--- src/rtl/ssref_pkg.sv ---
package ssref_pkg;

  typedef enum logic [1:0] {
    PH_OFF  = 2'd0,
    PH_SOFT = 2'd1,
    PH_RUN  = 2'd2
  } ssref_phase_e;

  // One saturating move of cur toward tgt by at most stp.
  function automatic int unsigned sat_toward(int unsigned cur,
                                             int unsigned tgt,
                                             int unsigned stp);
    if (cur < tgt) begin
      return ((tgt - cur) <= stp) ? tgt : cur + stp;
    end else if (cur > tgt) begin
      return ((cur - tgt) <= stp) ? tgt : cur - stp;
    end
    return cur;
  endfunction

endpackage

--- src/rtl/ssref_target_sel.sv ---
module ssref_target_sel #(
  parameter int unsigned CODE_W     = 12,
  parameter bit          SELECTABLE = 1'b1,
  parameter int unsigned FIXED_MV   = 3300,
  parameter int unsigned LO_MV      = 1800,
  parameter int unsigned HI_MV      = 2650
) (
  input  logic              clk,
  input  logic              rst,
  input  logic              sel_hi,
  output logic [CODE_W-1:0] tgt_d,
  output logic [CODE_W-1:0] tgt_q
);

  localparam logic [CODE_W-1:0] LO_CODE    = CODE_W'(LO_MV);
  localparam logic [CODE_W-1:0] HI_CODE    = CODE_W'(HI_MV);
  localparam logic [CODE_W-1:0] FIXED_CODE = CODE_W'(FIXED_MV);

  generate
    if (SELECTABLE) begin : g_sel
      assign tgt_d = sel_hi ? HI_CODE : LO_CODE;
    end else begin : g_fixed
      logic sel_unused;
      assign sel_unused = sel_hi;
      assign tgt_d      = FIXED_CODE;
    end
  endgenerate

  always_ff @(posedge clk) begin
    if (rst) tgt_q <= '0;
    else     tgt_q <= tgt_d;
  end

endmodule

--- src/rtl/ssref_phase_ctl.sv ---
module ssref_phase_ctl
  import ssref_pkg::*;
#(
  parameter int unsigned CODE_W        = 12,
  parameter int unsigned START_STEP_MV = 18,
  parameter int unsigned TRIM_STEP_MV  = 10
) (
  input  logic              clk,
  input  logic              rst,
  input  logic              active,
  input  logic              at_tgt,
  output ssref_phase_e      phase_q,
  output logic [CODE_W-1:0] step_mv
);

  localparam logic [CODE_W-1:0] START_CODE = CODE_W'(START_STEP_MV);
  localparam logic [CODE_W-1:0] TRIM_CODE  = CODE_W'(TRIM_STEP_MV);

  ssref_phase_e phase_d;

  always_comb begin
    phase_d = phase_q;
    if (!active) begin
      phase_d = PH_OFF;
    end else begin
      unique case (phase_q)
        PH_OFF:  phase_d = PH_SOFT;
        PH_SOFT: phase_d = at_tgt ? PH_RUN : PH_SOFT;
        PH_RUN:  phase_d = PH_RUN;
        default: phase_d = PH_OFF;
      endcase
    end
  end

  always_ff @(posedge clk) begin
    if (rst) phase_q <= PH_OFF;
    else     phase_q <= phase_d;
  end

  assign step_mv = (phase_q == PH_RUN) ? TRIM_CODE : START_CODE;

endmodule

--- src/rtl/ssref_slew_acc.sv ---
module ssref_slew_acc
  import ssref_pkg::*;
#(
  parameter int unsigned CODE_W = 12
) (
  input  logic              clk,
  input  logic              rst,
  input  logic              active,
  input  logic              tick_us,
  input  logic [CODE_W-1:0] tgt_q,
  input  logic [CODE_W-1:0] tgt_d,
  input  logic [CODE_W-1:0] step_mv,
  output logic [CODE_W-1:0] ref_q,
  output logic              done_q,
  output logic              at_tgt
);

  logic [CODE_W-1:0] ref_d;

  always_comb begin
    if (!active) begin
      ref_d = '0;
    end else if (tick_us) begin
      ref_d = CODE_W'(sat_toward(32'(ref_q), 32'(tgt_q), 32'(step_mv)));
    end else begin
      ref_d = ref_q;
    end
  end

  always_ff @(posedge clk) begin
    if (rst) begin
      ref_q  <= '0;
      done_q <= 1'b0;
    end else begin
      ref_q  <= ref_d;
      done_q <= active && (ref_d == tgt_d);
    end
  end

  assign at_tgt = (ref_q == tgt_q);

endmodule

--- src/rtl/ssref_ramp_gen.sv ---
module ssref_ramp_gen
  import ssref_pkg::*;
#(
  parameter int unsigned CODE_W        = 12,
  parameter bit          SELECTABLE    = 1'b1,
  parameter int unsigned FIXED_MV      = 3300,
  parameter int unsigned LO_MV         = 1800,
  parameter int unsigned HI_MV         = 2650,
  parameter int unsigned START_STEP_MV = 18,
  parameter int unsigned TRIM_STEP_MV  = 10
) (
  input  logic              clk,
  input  logic              rst,
  input  logic              tick_us,
  input  logic              chan_en,
  input  logic              sel_hi,
  input  logic              force_off,
  output logic [CODE_W-1:0] ref_mv,
  output logic              ramp_done,
  output logic [CODE_W-1:0] target_mv
);

  logic              active;
  logic [CODE_W-1:0] tgt_d;
  logic [CODE_W-1:0] tgt_q;
  logic [CODE_W-1:0] step_mv;
  logic              at_tgt;
  ssref_phase_e      phase_q;
  logic              phase_unused;

  // Force-off from the fault supervisor wins over enable.
  assign active = chan_en && !force_off;

  ssref_target_sel #(
    .CODE_W    (CODE_W),
    .SELECTABLE(SELECTABLE),
    .FIXED_MV  (FIXED_MV),
    .LO_MV     (LO_MV),
    .HI_MV     (HI_MV)
  ) target_i (
    .clk   (clk),
    .rst   (rst),
    .sel_hi(sel_hi),
    .tgt_d (tgt_d),
    .tgt_q (tgt_q)
  );

  ssref_phase_ctl #(
    .CODE_W       (CODE_W),
    .START_STEP_MV(START_STEP_MV),
    .TRIM_STEP_MV (TRIM_STEP_MV)
  ) phase_i (
    .clk    (clk),
    .rst    (rst),
    .active (active),
    .at_tgt (at_tgt),
    .phase_q(phase_q),
    .step_mv(step_mv)
  );

  assign phase_unused = ^phase_q;

  ssref_slew_acc #(
    .CODE_W(CODE_W)
  ) slew_i (
    .clk    (clk),
    .rst    (rst),
    .active (active),
    .tick_us(tick_us),
    .tgt_q  (tgt_q),
    .tgt_d  (tgt_d),
    .step_mv(step_mv),
    .ref_q  (ref_mv),
    .done_q (ramp_done),
    .at_tgt (at_tgt)
  );

  assign target_mv = tgt_q;

endmodule

--- config.mk ---
export PLATFORM = sky130hd
export DESIGN_NAME = ssref_ramp_gen
export DESIGN_NICKNAME = d
export VERILOG_FILES = /design/src/rtl/ssref_pkg.sv /design/src/rtl/ssref_target_sel.sv /design/src/rtl/ssref_phase_ctl.sv /design/src/rtl/ssref_slew_acc.sv /design/src/rtl/ssref_ramp_gen.sv
export SDC_FILE = /design/constraint.sdc
export NUM_CORES = 1
export LEC_CHECK = 0
export CAP_MARGIN = 5
export CORE_UTILIZATION = 52
export CTS_CLUSTER_SIZE = 30
export DETAILED_ROUTE_END_ITERATION = 6
export GPL_TIMING_DRIVEN = 0
export PLACE_DENSITY = 0.79
export SETUP_SLACK_MARGIN = 0.2
export SLEW_MARGIN = 20
export SYNTH_ARGS = -nofsm -noshare
export SYNTH_HDL_FRONTEND = slang
export SYNTH_SLANG_ARGS = --single-unit
export TNS_END_PERCENT = 100
--- constraint.sdc ---
create_clock -name clk -period 3.9 [get_ports clk]
set_clock_uncertainty 0.15 [all_clocks]
set_input_delay 1.17 -clock clk [delete_from_list [all_inputs] [get_ports clk]]
set_output_delay 1.17 -clock clk [all_outputs]
set_load 0.05 [all_outputs]
==> results.md <==
* Status: finished with violations
* Failing checks: setup timing
* Vias in the first global route at 2574
* Hold Path Sink: phase_i.phase_q[0]$_SDFF_PP0_
* Detailed Place HPWL at 5460 µm
* Count of final max-slew check failures at 0
* Final Total Pwr at 0.000667 W
* Num CTS Buffers at 3
* DIE AREA at 5170 µm²
* Final Non-Filler Cells at 446
* Post-Synthesis Cell Area at 2540 µm²
* CTS Root Cell: clkbuf_8
* HP Start: phase_i.phase_q[1]$_SDFF_PP0_
* Initial core utilization at 53.8%
* Worst vdd ir at 0.187 mV
* Worst EP required at 3.93 ns
* Hold Path Class: flop to flop
* GRT Util Overall at 30.3%
* TNS Setup at -0.326 ns
* Synth area leader: dfxtp_1
* Worst path max stage delay at 0.54 ns
* Clock latency on the worst-skew pair at 0.27 ns
* R2r setup slk at -0.33 ns
* Netlist cell types at 69
* Drt total wl at 8060 µm
* Tcrit/Tclk final at 108%
* # diodes at 0
* Critical Path End Type: flop
* Fillers at 366
* Die Height at 71.9 µm
* Mean post-synth cell area at 7.80 µm²
* Buf/Inv on CP at 3
* Setup CP Type: flop to flop
* Slew at the pin closest to its max-slew limit at 0.636 ns
* Placed Cells incl. Taps at 422
* Number of top-level pins at 31
* Final setup vio count at 1
* Max_cap viols at 0
* Num rows at 25
* Initial DRC Count at 239
* Fin crit period at 4.23 ns
* Top post-synthesis cells by area: dfxtp_1, ha_1, xnor2_1
* Critical-path cell list: ha_1 -> buf_6 -> xnor2_1 -> ha_1 -> a211o_1 -> o211ai_1 -> nand4_1 -> nor4_4 -> buf_6 -> buf_4 -> mux2i_1 -> o221ai_1 -> a311oi_2 -> or4b_1 -> or4_4 -> a2111oi_4
* R2R cell count at 16
* Leakage power at 1.41 nW
* Clk sinks at 18
* Detail Route Antenna Nets at 0
* CORE AREA at 4720 µm²
* Cell family with most CP delay: simple AND/OR/NAND/NOR gates
* Hold Buf Count CTS at 0
* H-Tree Depth at 1
* Crit path from: target_i.tgt_q[9]$_SDFF_PP0_
* P per Cell Area at 198 nW/µm²
* Routed WL per cell at 18.1 µm
* Hold Fails Final Rpt at 0
* First-pass GRT wire length at 12400 µm
* Crit Path Max Fanout at 8
* DRC at 0
* RSZ-0062 raised after global routing: yes
* Synth Warn # at 0
* Routed via count at 2788
* Synth Flop Type: dfxtp_1
* Post-route setup slack at -0.326 ns
* Post-synth EDFFs at 0
* GRT Residual Overflow at 0
* Register area share after synthesis at 14.2%
* Die width at 71.9 µm
* WP data arrival at 4.25 ns
* Layout cells sized above 1 at 29.6%
* Register clock-pin slew on the reported worst setup and hold paths at 0.08 ns
* Area fraction of the dominant cell type after synthesis at 14.2%
* Post-Syn Instances at 326
* Reg-to-Reg End: slew_i.done_q$_SDFF_PP0_
* Initial antenna violation count at 0
* Port bufs at 26
* Deepest clock path buffer count at 2
* Final nets at 415
* Post-synth ARST share at 0%
* Final hold slack at 0.291 ns
* Rel. slew slack at 57.2%
* CTS tree: built
* R2r startpoint: target_i.tgt_q[9]$_SDFF_PP0_
* CP startpoint kind: flop
* TritonRoute pass-1 iters at 5
* F_max at 237 MHz
* Area Overhead vs Synth at 32.8%
* Routability-driven placement congestion ratio at 0.981
* Hold Path Stages at 1
* Seq cells post-synth at 18
* Largest net degree at the start of global routing at 15
* Final Util at 71.4%
* CP max stage cell: or4b_1
* DR vias/cell at 6.25
-- placed cells by master, fill, tap and decap left out, types with 5 or more instances in the layout --
master,netlist,routed
nand2_1,25,24
nor2_1,26,24
xor2_1,6,6
clkdlybuf4s50_1,0,26
mux2i_1,5,5
nor3_1,7,6
inv_1,24,20
buf_4,10,28
a211o_1,5,5
buf_6,6,9
nand3b_1,5,5
dfxtp_4,0,9
xnor2_1,13,13
ha_1,28,22
a21o_1,8,7
dfxtp_1,18,6
o21ai_0,12,9
a31oi_1,5,5
nand2b_1,5,5
a21oi_1,20,16
-- layer usage --
| layer | vias up | wire length (µm) | track usage [%] |
|---|---|---|---|
| met4 | 0 | 335 | 15.0 |
| met3 | 46 | 619 | 2.78 |
| met2 | 187 | 3910 | 52.3 |
| met1 | 1270 | 3200 | 38.0 |
| li1 | 1285 | - | - |
| met5 | - | 0 | 0 |
-- sequential cells by signal (all words and copies together) (netlist names) --
signal,flops
target_i.tgt_q,3
slew_i.ref_q,12
slew_i.done_q,1
phase_i.phase_q,2
-- worst register-to-register path, stage by stage, from the launching register on --
cell and delay, ns:
dfxtp_4 0.39, ha_1 0.29, buf_6 0.15, xnor2_1 0.12, ha_1 0.31, a211o_1 0.27, o211ai_1 0.12, nand4_1 0.19
nor4_4 0.20, buf_6 0.18, buf_4 0.11, mux2i_1 0.06, o221ai_1 0.23, a311oi_2 0.09, or4b_1 0.54, or4_4 0.45
a2111oi_4 0.28
-- metrics by stage --
step | worst slack, ns | instance area, µm²
2_1_floorplan | -0.305 | 2600
3_3_place_gp | -0.683 | 2940
3_5_place_dp | -0.697 | 2940
4_1_cts | -0.354 | 3180
5_1_grt | -0.439 | 3370
6_report | -0.326 | 3370
-- layout make-up --
type,instances,area (µm²),share of cell area [%]
multi-input cells,266,2150,63.8
clock inverters,1,3.75,0.111
inverters,24,92.6,2.74
flip-flops and latches,18,398,11.8
clock buffers,3,41.3,1.22
well taps,67,83.8,2.48
repair buffers,46,414,12.3
plain buffers,21,186,5.52
-- where the power goes --
group          internal [W]  switching, W  total (W)
clock             0.0000703     0.0000702   0.000141
sequential         0.000184    0.00000962   0.000194
combinational      0.000143      0.000190   0.000333
total              0.000397      0.000270   0.000667
-- worst max path at each step --
stage                                to  slack, ns  depth (start not counted)
2_1_floorplan  slew_i.done_q$_SDFF_PP0_      -0.30                         15
3_3_place_gp   slew_i.done_q$_SDFF_PP0_      -0.68                         14
3_5_place_dp   slew_i.done_q$_SDFF_PP0_      -0.70                         14
4_1_cts        slew_i.done_q$_SDFF_PP0_      -0.35                         15
5_1_grt        slew_i.done_q$_SDFF_PP0_      -0.44                         17
6_report       slew_i.done_q$_SDFF_PP0_      -0.33                         16
-- synth_stat cells (all sizes together) (2+ instances only) --
cell,count
o22ai,4
a21o,8
nor2,28
o32ai,2
a211o,5
a311oi,2
nor2b,3
xnor2,13
o2111ai,2
nand3,3
and2b,2
nand2,25
a31o,4
nor3,7
o21a,4
and3,4
o31ai,4
or4b,2
clkbuf,3
nand4,4
nor3b,4
nor4,2
xor2,6
mux2i,5
ha,28
nand2b,5
nand3b,5
dfxtp,18
a31oi,5
or4,4
buf,18
o211ai,4
a32oi,2
and2,5
o21ai,12
inv,24
o221ai,2
a21oi,20
or3,3
a211oi,6
-- logic make-up (layout without fill, tap and decap cells) --
| kind of cell | Yosys count | in the layout | share of synthesized area (%) |
|---|---|---|---|
| compound gates | 95 | 95 | 26.4 |
| xor+xnor | 19 | 19 | 6.55 |
| fa+ha+maj | 29 | 29 | 14.6 |
| buf+inv | 45 | 95 | 10.4 |
| flops | 18 | 18 | 14.2 |
| mux | 6 | 6 | 2.41 |
| other cells | 1 | 4 | 0.148 |
| simple gates | 113 | 113 | 25.4 |
-- timing repair --
item	4_1_cts	5_1_grt
pin swaps	13	15
buffers inserted	13	7
gates cloned	0	0
setup endpoints to repair	5	5
resized for setup	25	31
Note: power is estimated with default switching activity, not from simulation.
